<file path="src/rtl/fcs_pkg.sv">
package fcs_pkg;
  // Decoded per-cycle command for the shadow store
  typedef struct packed {
    logic capture;
    logic restore;
  } fcs_cmd_t;
endpackage

</file>
<file path="src/rtl/fcs_cmd_decode.sv">
module fcs_cmd_decode
  import fcs_pkg::*;
(
  input  logic     irq_vec,
  input  logic     call_req,
  input  logic     call_fast,
  input  logic     ret_req,
  input  logic     ret_fast,
  input  logic     iret_req,
  input  logic     iret_fast,
  output fcs_cmd_t cmd
);
  always_comb begin
    cmd.capture = irq_vec | (call_req & call_fast);
    cmd.restore = (ret_req & ret_fast) | (iret_req & iret_fast);
  end
endmodule

</file>
<file path="src/rtl/fcs_shadow_store.sv">
module fcs_shadow_store #(
  parameter int W = 20
) (
  input  logic         clk,
  input  logic         rst,
  input  logic         capture,
  input  logic [W-1:0] live,
  output logic [W-1:0] saved
);
  always_ff @(posedge clk) begin
    if (rst)          saved <= '0;
    else if (capture) saved <= live;
  end

  a_r2_capture_takes_live: assert property (@(posedge clk) disable iff (rst)
    capture |=> (saved == $past(live)));
  a_r10_hold_without_capture: assert property (@(posedge clk) disable iff (rst)
    !capture |=> $stable(saved));
endmodule

</file>
<file path="src/rtl/fcs_restore_drive.sv">
module fcs_restore_drive #(
  parameter int W = 20
) (
  input  logic         clk,
  input  logic         rst,
  input  logic         restore,
  input  logic [W-1:0] saved,
  output logic         load,
  output logic [W-1:0] value
);
  always_ff @(posedge clk) begin
    if (rst) begin
      load  <= 1'b0;
      value <= '0;
    end else begin
      load <= restore;
      if (restore) value <= saved;
    end
  end

  a_r9_strobe_follows_request: assert property (@(posedge clk) disable iff (rst)
    restore |=> load);
  a_r10_no_spurious_strobe: assert property (@(posedge clk) disable iff (rst)
    !restore |=> !load);
  a_r4_old_copy_delivered: assert property (@(posedge clk) disable iff (rst)
    restore |=> (value == $past(saved)));
  a_r6_outputs_hold: assert property (@(posedge clk) disable iff (rst)
    !restore |=> $stable(value));
endmodule

</file>
<file path="src/rtl/fast_ctx_shadow.sv">
module fast_ctx_shadow
  import fcs_pkg::*;
#(
  parameter int STAT_W = 8,
  parameter int ACC_W  = 8,
  parameter int BANK_W = 4
) (
  input  logic              clk,
  input  logic              rst,
  input  logic              irq_vec,
  input  logic              call_req,
  input  logic              call_fast,
  input  logic              ret_req,
  input  logic              ret_fast,
  input  logic              iret_req,
  input  logic              iret_fast,
  input  logic [STAT_W-1:0] live_stat,
  input  logic [ACC_W-1:0]  live_acc,
  input  logic [BANK_W-1:0] live_bank,
  output logic              rst_load,
  output logic [STAT_W-1:0] rst_stat,
  output logic [ACC_W-1:0]  rst_acc,
  output logic [BANK_W-1:0] rst_bank
);
  localparam int CTX_W = STAT_W + ACC_W + BANK_W;

  fcs_cmd_t         cmd;
  logic [CTX_W-1:0] live_ctx;
  logic [CTX_W-1:0] saved_ctx;
  logic [CTX_W-1:0] out_ctx;

  assign live_ctx = {live_stat, live_acc, live_bank};

  fcs_cmd_decode u_dec (
    .irq_vec   (irq_vec),
    .call_req  (call_req),
    .call_fast (call_fast),
    .ret_req   (ret_req),
    .ret_fast  (ret_fast),
    .iret_req  (iret_req),
    .iret_fast (iret_fast),
    .cmd       (cmd)
  );

  fcs_shadow_store #(.W(CTX_W)) u_store (
    .clk     (clk),
    .rst     (rst),
    .capture (cmd.capture),
    .live    (live_ctx),
    .saved   (saved_ctx)
  );

  fcs_restore_drive #(.W(CTX_W)) u_drive (
    .clk     (clk),
    .rst     (rst),
    .restore (cmd.restore),
    .saved   (saved_ctx),
    .load    (rst_load),
    .value   (out_ctx)
  );

  assign {rst_stat, rst_acc, rst_bank} = out_ctx;

  // a restore in the same cycle as a capture delivers the pre-capture copy
  a_r8_restore_sees_old: assert property (@(posedge clk) disable iff (rst)
    (cmd.capture && cmd.restore) |=> (out_ctx == $past(saved_ctx)));
  // a plain interrupt return raises no strobe
  a_r6_plain_iret_quiet: assert property (@(posedge clk) disable iff (rst)
    (iret_req && !iret_fast && !(ret_req && ret_fast)) |=> !rst_load);
endmodule

</file>
<file path="config.mk">
export PLATFORM = sky130hd
export DESIGN_NAME = fast_ctx_shadow
export DESIGN_NICKNAME = d
export VERILOG_FILES = /design/src/rtl/fcs_pkg.sv /design/src/rtl/fcs_cmd_decode.sv /design/src/rtl/fcs_shadow_store.sv /design/src/rtl/fcs_restore_drive.sv /design/src/rtl/fast_ctx_shadow.sv
export SDC_FILE = /design/constraint.sdc
export NUM_CORES = 1
export LEC_CHECK = 0
export ABC_AREA = 1
export CORE_UTILIZATION = 43
export CTS_CLUSTER_SIZE = 25
export DETAILED_ROUTE_END_ITERATION = 16
export PLACE_DENSITY_LB_ADDON = 0.25
export SYNTH_ARGS = -nofsm -noshare
export SYNTH_HDL_FRONTEND = slang
export SYNTH_SLANG_ARGS = --single-unit
</file>
<file path="constraint.sdc">
create_clock -name clk -period 0.8 [get_ports clk]
set_input_delay 0.16 -clock clk [delete_from_list [all_inputs] [get_ports clk]]
set_output_delay 0.16 -clock clk [all_outputs]
set_load 0.02 [all_outputs]
</file>
* Word-level counts from Yosys, hierarchy flattened
Index checks and enable logic that the tools add are counted.
W data, S select, Z words.
** Operators by class
- Bitwise operators :: 5
** Operators with widths (number)
- $and A1 B1 Y1 :: 3
- $or A1 B1 Y1 :: 2
** Storage, ports and cells
- Register bits after elaboration :: 41
- Input port bits :: 29
- Word-level logic and storage cells :: 8
- Output and inout bits :: 21

* Longest topological paths before layout
Gate-level depths: netlist of the first run.
- Depth in word-level cells :: 2
- Mapped depth :: 5
- Gate-level depth less buffers :: 4

* By module
A second synthesis of the first run with hierarchy kept.
** Unflattened totals
- Cells, all modules :: 264
- Area, all modules :: 1781.7 µm²
** By module, submodules not included
- fcs_restore_drive :: instances 1, cells each 131, area an instance 924.6 µm², seq. area each 420.4 µm²
- fcs_shadow_store :: instances 1, cells each 127, area an instance 834.6 µm², seq. area each 400.4 µm²
- fcs_cmd_decode :: instances 1, cells each 6, area an instance 22.5 µm², seq. area each 0.0 µm²

* Worst setup path before layout of the first run
OpenSTA, ideal clock, no wires.
- Path type :: reg2reg
- From :: register u_drive.value[11] (netlist name)
- To :: register u_drive.value[11]
- Path slack :: 0.079 ns
- Clock period less this slack :: 0.721 ns
- Arrival time :: 0.657 ns
- Required time :: 0.736 ns
- Library setup time :: 0.064 ns
- Cell stages (with the launch flop) :: 5
- Path buffers :: 0
- Cell sequence :: dfxtp_1 > inv_1 > nand3_2 > nand2_1 > nor2_1
** RTL lines
- to (signal assigned) :: line fcs_restore_drive.sv:17 : if (restore) value <= saved;
- to (decl) :: line fcs_restore_drive.sv:9 : output logic [W-1:0] value

* Worst setup path in the final report of the first run
- From :: register u_drive.value[14]
- To :: output rst_stat[2]
** RTL lines
- to (decl) :: line fast_ctx_shadow.sv:21 : output logic [STAT_W-1:0] rst_stat,
No word-level cell between the ends.

==> flow_summary.toml, run 1 <==
[status]
run_status = "finished with violations"
violated_checks = "setup timing"

[clocking]
clock_tree.htree_level_count = 2
cts_tree = "yes"
ctsLongestPathBuffers = 2
cts.sink_count = 41
clk_latency_ns = 0.29
cts_buffers = 5
clkTransAtPathRegs_ns = 0.08
clock-root-buffer = "sky130_fd_sc_hd__clkbuf_8"

[power]
power.leakage_uw = 0.00136
peakVddDrop_mv = 1.37
pwrdens_nw_per_um2 = 1720

[synthesis]
synth_simple_gate_area_share_pct = 29.2
avgSynthCellArea_um2 = 6.94
netlist_top_cells_count = "42 x sky130_fd_sc_hd__inv_1, 41 x sky130_fd_sc_hd__a21oi_1, 41 x sky130_fd_sc_hd__dfxtp_1, 41 x sky130_fd_sc_hd__nand2_1, 40 x sky130_fd_sc_hd__nor2_1"
syn_inst = 267
synth.area.mux_share_pct = 0
synth-main-ff-cell = "sky130_fd_sc_hd__dfxtp_1"
yosys-top-cells-area = "sky130_fd_sc_hd__dfxtp_1 44%, sky130_fd_sc_hd__a21oi_1 11%, sky130_fd_sc_hd__nand3_1 9.4%"
synth_sequential_area_ratio_pct = 44.3
synth_top_cell_area_share_pct = 44.3
post_synthesis_cell_area_um2 = 1850
ys_warn_count = 0
post_synth_fa_ha_maj_area_fraction_pct = 0
synth_top_family_by_area = "simple AND/OR/NAND/NOR gates"
synth_xor_xnor_area_share_pct = 0
synthArstFlopShare_pct = 0
yosysTopAreaCell = "sky130_fd_sc_hd__dfxtp_1"
cell_with_the_most_instances_after_synthesis = "sky130_fd_sc_hd__inv_1"
synth_enable_flop_cells = 0
synth.lib_cells_used.distinct = 11
synth_compound_area_share_pct = 11.1
synthesis.nets = 296
postSynthRegisterBits = 41

[run]
maxCapViolations = 0

[routing]
routed_wirelength_um = 4480
drt_iter0_markers = 85
detail_route.drc_violations = 0
wl_per_cell_um = 12.0
drt.antenna.violating_nets = 0
routed_via_density = 4.85
first_pass_iters = 4
routed-via-count = 1813

[worst_setup_path]
crit-reg2reg-launch = "u_drive.value[18]"
path_buf_inv = 1
cp.depth = 1
worstPathRequired_ns = 0.64
series_of_cell_instances_along_the_critical_path = "buf_6"
rrSetupSlack_ns = 0.05
cp-startpoint = "u_drive.value[14]"
crit_path_end_kind = "output pin"
worst_path_max_delay_cell = "sky130_fd_sc_hd__dfxtp_2"
arrival_time_of_the_worst_setup_path_ns = 0.75
timing.setup.critical_path_class = "register to output pin"
cpLargestDelayFamily = "flip-flops"
crit_path_max_fanout = 2
critPathLaunchType = "register"
crit-reg2reg-capture = "u_drive.value[18]"
r2r.worst_path.cells = 5
slowest_delay_ns = 0.35

[die]
dieArea_um2 = 4580
fp-row-count = 23
core_area_um2 = 4060
die_w_um = 67.7
floorplan.die.height_um = 67.7
ios = 50
initial_core_util_pct = 45.7

[timing]
finalCritPeriodShare_pct = 114
fin_ws_ns = -0.111
timing_max_transition_violations_final = 0
hold_viol_final = 0
final.setup_skew_ns = 0.00377
setup_repair_after_global_routing_missed_its_margin = "yes"
clock.fmax_mhz = 1100
slew_at_the_pin_closest_to_its_max_slew_limit_ns = 0.169
final_period_minus_worst_setup_slack_ns = 0.911
timing.slew.headroom_pct = 88.7
setup_violations = 21

[worst_hold_path]
hold_path_depth = 2
timing.hold.worst.start = "rst"
hold_path.class = "input pin to register"
worstHoldEndpoint = "u_drive.load"

[global_route]
grt_usage_pct = 21.8
first_global_vias = 1639
antenna_found_initial = 0
first_pass_grt_wire_length_um = 7400
pin_count_of_the_biggest_net_entering_global_routing = 21
top_usage_layer = "met2"
use_met2_pct = 36.8
grtUsageMet1_pct = 27.5
grt_use_met3_pct = 5.41
global_route.overflow_total = 0

[placed_design]
placement.setup.worst_slack_ns = -0.474
dpl.hpwl_um = 2610
place.gp.congestion = 0.722
buffer_ports.inserted = 49
numPlacedInstances = 358

[layout]
fin_cells = 374
design.final.nets = 352
antenna_diode_instance_count = 0
post_route_cells_drive_above_1_share_pct = 26.9
area_delta_synth_final_pct = 51.6
[area by class of cell]
cell class	count	area, um2
fillers	335	1250
clock inverters	2	10.0
multi-input cells	164	787
repair buffers	69	872
inverters	42	160
well taps	50	62.6
clock buffers	6	72.6
flip-flops and latches	41	847
[per-stage QoR]
stage	hold WS [ns]	power (uW)	util (%)	TNS, ns	instance area [um2]
after floorplan	0.229	2940	-	0	1850
after global placement	0.462	3370	60.2	-22.88	2440
after detailed placement	0.467	3390	60.2	-23.52	2440
after CTS	0.194	4870	69.5	-2.18	2820
after global routing	0.185	5100	69.3	-2.67	2810
final	0.196	4840	69.3	-2.04	2810
[metal layers]
metal	part of all wire (%)	vias up
met1	46	804
met4	1.5	0
met3	4.9	9
met5	0	-
li1	-	947
met2	48	53
[kinds of logic (layout without fill, tap and decap cells)]
kind of cell / after synthesis / count (layout)
and+or+nand+nor: 123 / 123
AOI/OAI and AO/OA: 41 / 41
DFF: 41 / 41
buffers and inverters: 62 / 119
[placed cells by master (no fill, tap or decap)]
cell type,instances
sky130_fd_sc_hd__dfxtp_1,20
sky130_fd_sc_hd__clkbuf_8,5
sky130_fd_sc_hd__dlygate4sd2_1,6
sky130_fd_sc_hd__dfxtp_2,21
sky130_fd_sc_hd__nand2_1,40
sky130_fd_sc_hd__clkbuf_1,1
sky130_fd_sc_hd__inv_4,1
sky130_fd_sc_hd__clkbuf_2,1
sky130_fd_sc_hd__clkinv_2,2
sky130_fd_sc_hd__clkdlybuf4s50_1,20
sky130_fd_sc_hd__nand2_4,3
sky130_fd_sc_hd__buf_12,8
sky130_fd_sc_hd__a21oi_2,6
sky130_fd_sc_hd__nor2_1,40
sky130_fd_sc_hd__a21oi_1,35
sky130_fd_sc_hd__nand3_1,35
sky130_fd_sc_hd__nand3_2,5
sky130_fd_sc_hd__bufbuf_16,2
sky130_fd_sc_hd__buf_8,1
sky130_fd_sc_hd__inv_2,2
sky130_fd_sc_hd__buf_6,21
sky130_fd_sc_hd__buf_4,6
sky130_fd_sc_hd__clkdlybuf4s15_1,1
sky130_fd_sc_hd__buf_16,3
sky130_fd_sc_hd__inv_1,39
[how the worst max path moves through the flow]
stage	to	slack, ns
after floorplan	u_drive.value[11]	0.08
after global placement	u_store.saved[10]	-0.46
after detailed placement	u_drive.value[17]	-0.47
after CTS	rst_bank[1]	-0.12
after global routing	rst_stat[6]	-0.14
final	rst_stat[2]	-0.11
[power by group]
part | internal [uW] | total [uW] | switching (uW)
Clock | 604 | 1280 | 679
Combinational | 651 | 1220 | 569
Sequential | 2230 | 2340 | 111
[registers in the layout (all words and copies together) (netlist names)]
signal	cells
u_store.saved	20
u_drive.load	1
u_drive.value	20
[repair_timing]
| item | in CTS | in global routing |
|---|---|---|
| endpoints found under the hold margin | 0 | 0 |
| gates cloned | 6 | 0 |
| gates resized for setup | 170 | 8 |
| setup buffers | 2 | 1 |
| hold buffers | 0 | 0 |
| endpoints found under the setup margin | 62 | 39 |
| pin swaps | 3 | 2 |
Note: power is estimated with default switching activity, not from simulation.
==> run 2, diff against run 1 <==
Settings changed: CTS_BUF_LIST from default to sky130_fd_sc_hd__clkbuf_8 sky130_fd_sc_hd__clkbuf_16.
==> run 2 against run 1 <==
Effect of this change:
- the run still ends with setup timing left
- cell count unchanged
- die area unchanged
- clock power about the same
- critical endpoint unchanged
- largest cell class unchanged
- largest power group unchanged
==> flow_summary.toml, run 2 (synthesis gave the netlist of run 1 again) <==
[status]
run_status = "finished with violations"
violated_checks = "setup timing"

[timing]
hold_viol_final = 0
setup_violations = 21
slew_at_the_pin_closest_to_its_max_slew_limit_ns = 0.169
timing_max_transition_violations_final = 0
final_period_minus_worst_setup_slack_ns = 0.911
final.setup_skew_ns = 0.00552
fin_ws_ns = -0.111
finalCritPeriodShare_pct = 114
clock.fmax_mhz = 1100
timing.slew.headroom_pct = 88.7
setup_repair_after_global_routing_missed_its_margin = "yes"

[die]
initial_core_util_pct = 45.7
ios = 50
core_area_um2 = 4060
floorplan.die.height_um = 67.7
fp-row-count = 23
dieArea_um2 = 4580
die_w_um = 67.7

[global_route]
grt_usage_pct = 21.8
grt_use_met3_pct = 5.41
grtUsageMet1_pct = 27.5
top_usage_layer = "met2"
antenna_found_initial = 0
use_met2_pct = 36.8
first_pass_grt_wire_length_um = 7400
first_global_vias = 1639
global_route.overflow_total = 0
pin_count_of_the_biggest_net_entering_global_routing = 21

[worst_hold_path]
hold_path_depth = 2
timing.hold.worst.start = "rst"
hold_path.class = "input pin to register"
worstHoldEndpoint = "u_drive.load"

[worst_setup_path]
crit-reg2reg-capture = "u_drive.value[18]"
worst_path_max_delay_cell = "sky130_fd_sc_hd__dfxtp_2"
r2r.worst_path.cells = 5
series_of_cell_instances_along_the_critical_path = "buf_6"
critPathLaunchType = "register"
path_buf_inv = 1
crit_path_end_kind = "output pin"
rrSetupSlack_ns = 0.05
worstPathRequired_ns = 0.64
crit_path_max_fanout = 2
timing.setup.critical_path_class = "register to output pin"
arrival_time_of_the_worst_setup_path_ns = 0.75
crit-reg2reg-launch = "u_drive.value[18]"
cpLargestDelayFamily = "flip-flops"
slowest_delay_ns = 0.35

[routing]
first_pass_iters = 4
detail_route.drc_violations = 0
routed_wirelength_um = 4490
routed_via_density = 4.85
routed-via-count = 1813
drt_iter0_markers = 78
drt.antenna.violating_nets = 0
wl_per_cell_um = 12.0

[placed_design]
placement.setup.worst_slack_ns = -0.474
dpl.hpwl_um = 2610
place.gp.congestion = 0.722
dpl_cell_area_um2 = 2440
buffer_ports.inserted = 49

[layout]
layout.filler_cells = 335
postLayoutCellArea_um2 = 2810
leading_cell_types_in_the_layout_fill_and_taps_excluded = "40 x sky130_fd_sc_hd__inv_1, 40 x sky130_fd_sc_hd__nand2_1, 40 x sky130_fd_sc_hd__nor2_1, 35 x sky130_fd_sc_hd__a21oi_1, 35 x sky130_fd_sc_hd__nand3_1"
largest_registers_in_the_final_layout = "u_drive.value: 20 flops, u_store.saved: 20 flops, u_drive.load: 1 flops"
antenna_diode_instance_count = 0
area_delta_synth_final_pct = 51.6
design.final.nets = 352
post_route_cells_drive_above_1_share_pct = 26.9

[power]
power.leakage_uw = 0.00137
pwrdens_nw_per_um2 = 1720
peakVddDrop_mv = 1.38

[clocking]
cts.sink_count = 41
clk_latency_ns = 0.29
ctsLongestPathBuffers = 2
clock-root-buffer = "sky130_fd_sc_hd__clkbuf_8"
clkTransAtPathRegs_ns = 0.08
cts_tree = "yes"
cts_buffers = 5
clock_tree.htree_level_count = 2

[run]
maxCapViolations = 0
-- run 2: final cells by class --
type,instances,area (um2),share of cell area [%]
Timing Repair Buffer,69,872,31.0
Sequential cell,41,847,30.1
Tap cell,50,62.6,2.23
Inverter,42,160,5.70
Clock buffer,5,68.8,2.45
Clock inverter,3,13.8,0.490
Multi-Input combinational cell,164,787,28.0
-- run 2: how the worst max path moves through the flow --
stage	start	to	slack (ns)	cells after the start
4_1_cts	u_drive.value[1]	rst_bank[1]	-0.12	1
3_3_place_gp	call_req	u_store.saved[10]	-0.46	5
6_report	u_drive.value[14]	rst_stat[2]	-0.11	1
5_1_grt	u_drive.value[18]	rst_stat[6]	-0.14	1
3_5_place_dp	ret_req	u_drive.value[17]	-0.47	5
2_1_floorplan	u_drive.value[11]	u_drive.value[11]	0.08	4
-- run 2: metal layers --
metal | share of wire [%] | vias up
li1 | - | 945
met1 | 46 | 805
met2 | 48 | 54
met3 | 4.8 | 9
met4 | 1.5 | 0
met5 | 0 | -
-- run 2: what timing repair did --
item / CTS / global route
hold buffers: 0 / 0
setup endpoints to repair: 62 / 39
gates resized for setup: 170 / 8
pin swaps: 3 / 2
buffers inserted: 2 / 1
cloned: 6 / 0
-- run 2: metrics by stage --
stage / total power [uW] / instances / hold slack (ns) / setup TNS [ns] / util (%)
2_1_floorplan: 2940 / 267 / 0.229 / 0 / -
3_3_place_gp: 3370 / 358 / 0.462 / -22.88 / 60.2
3_5_place_dp: 3390 / 358 / 0.467 / -23.52 / 60.2
4_1_cts: 4850 / 374 / 0.194 / -2.18 / 69.5
5_1_grt: 5090 / 374 / 0.185 / -2.67 / 69.3
6_report: 4830 / 374 / 0.196 / -2.05 / 69.3
-- run 2: report_power, final --
| part | leakage, uW | total [uW] | internal, uW | switching (uW) |
|---|---|---|---|---|
| registers | 0.000347 | 2340 | 2230 | 111 |
| clock network | 0.0000491 | 1280 | 592 | 686 |
| logic | 0.000970 | 1220 | 651 | 569 |
| total | 0.00137 | 4830 | 3470 | 1370 |
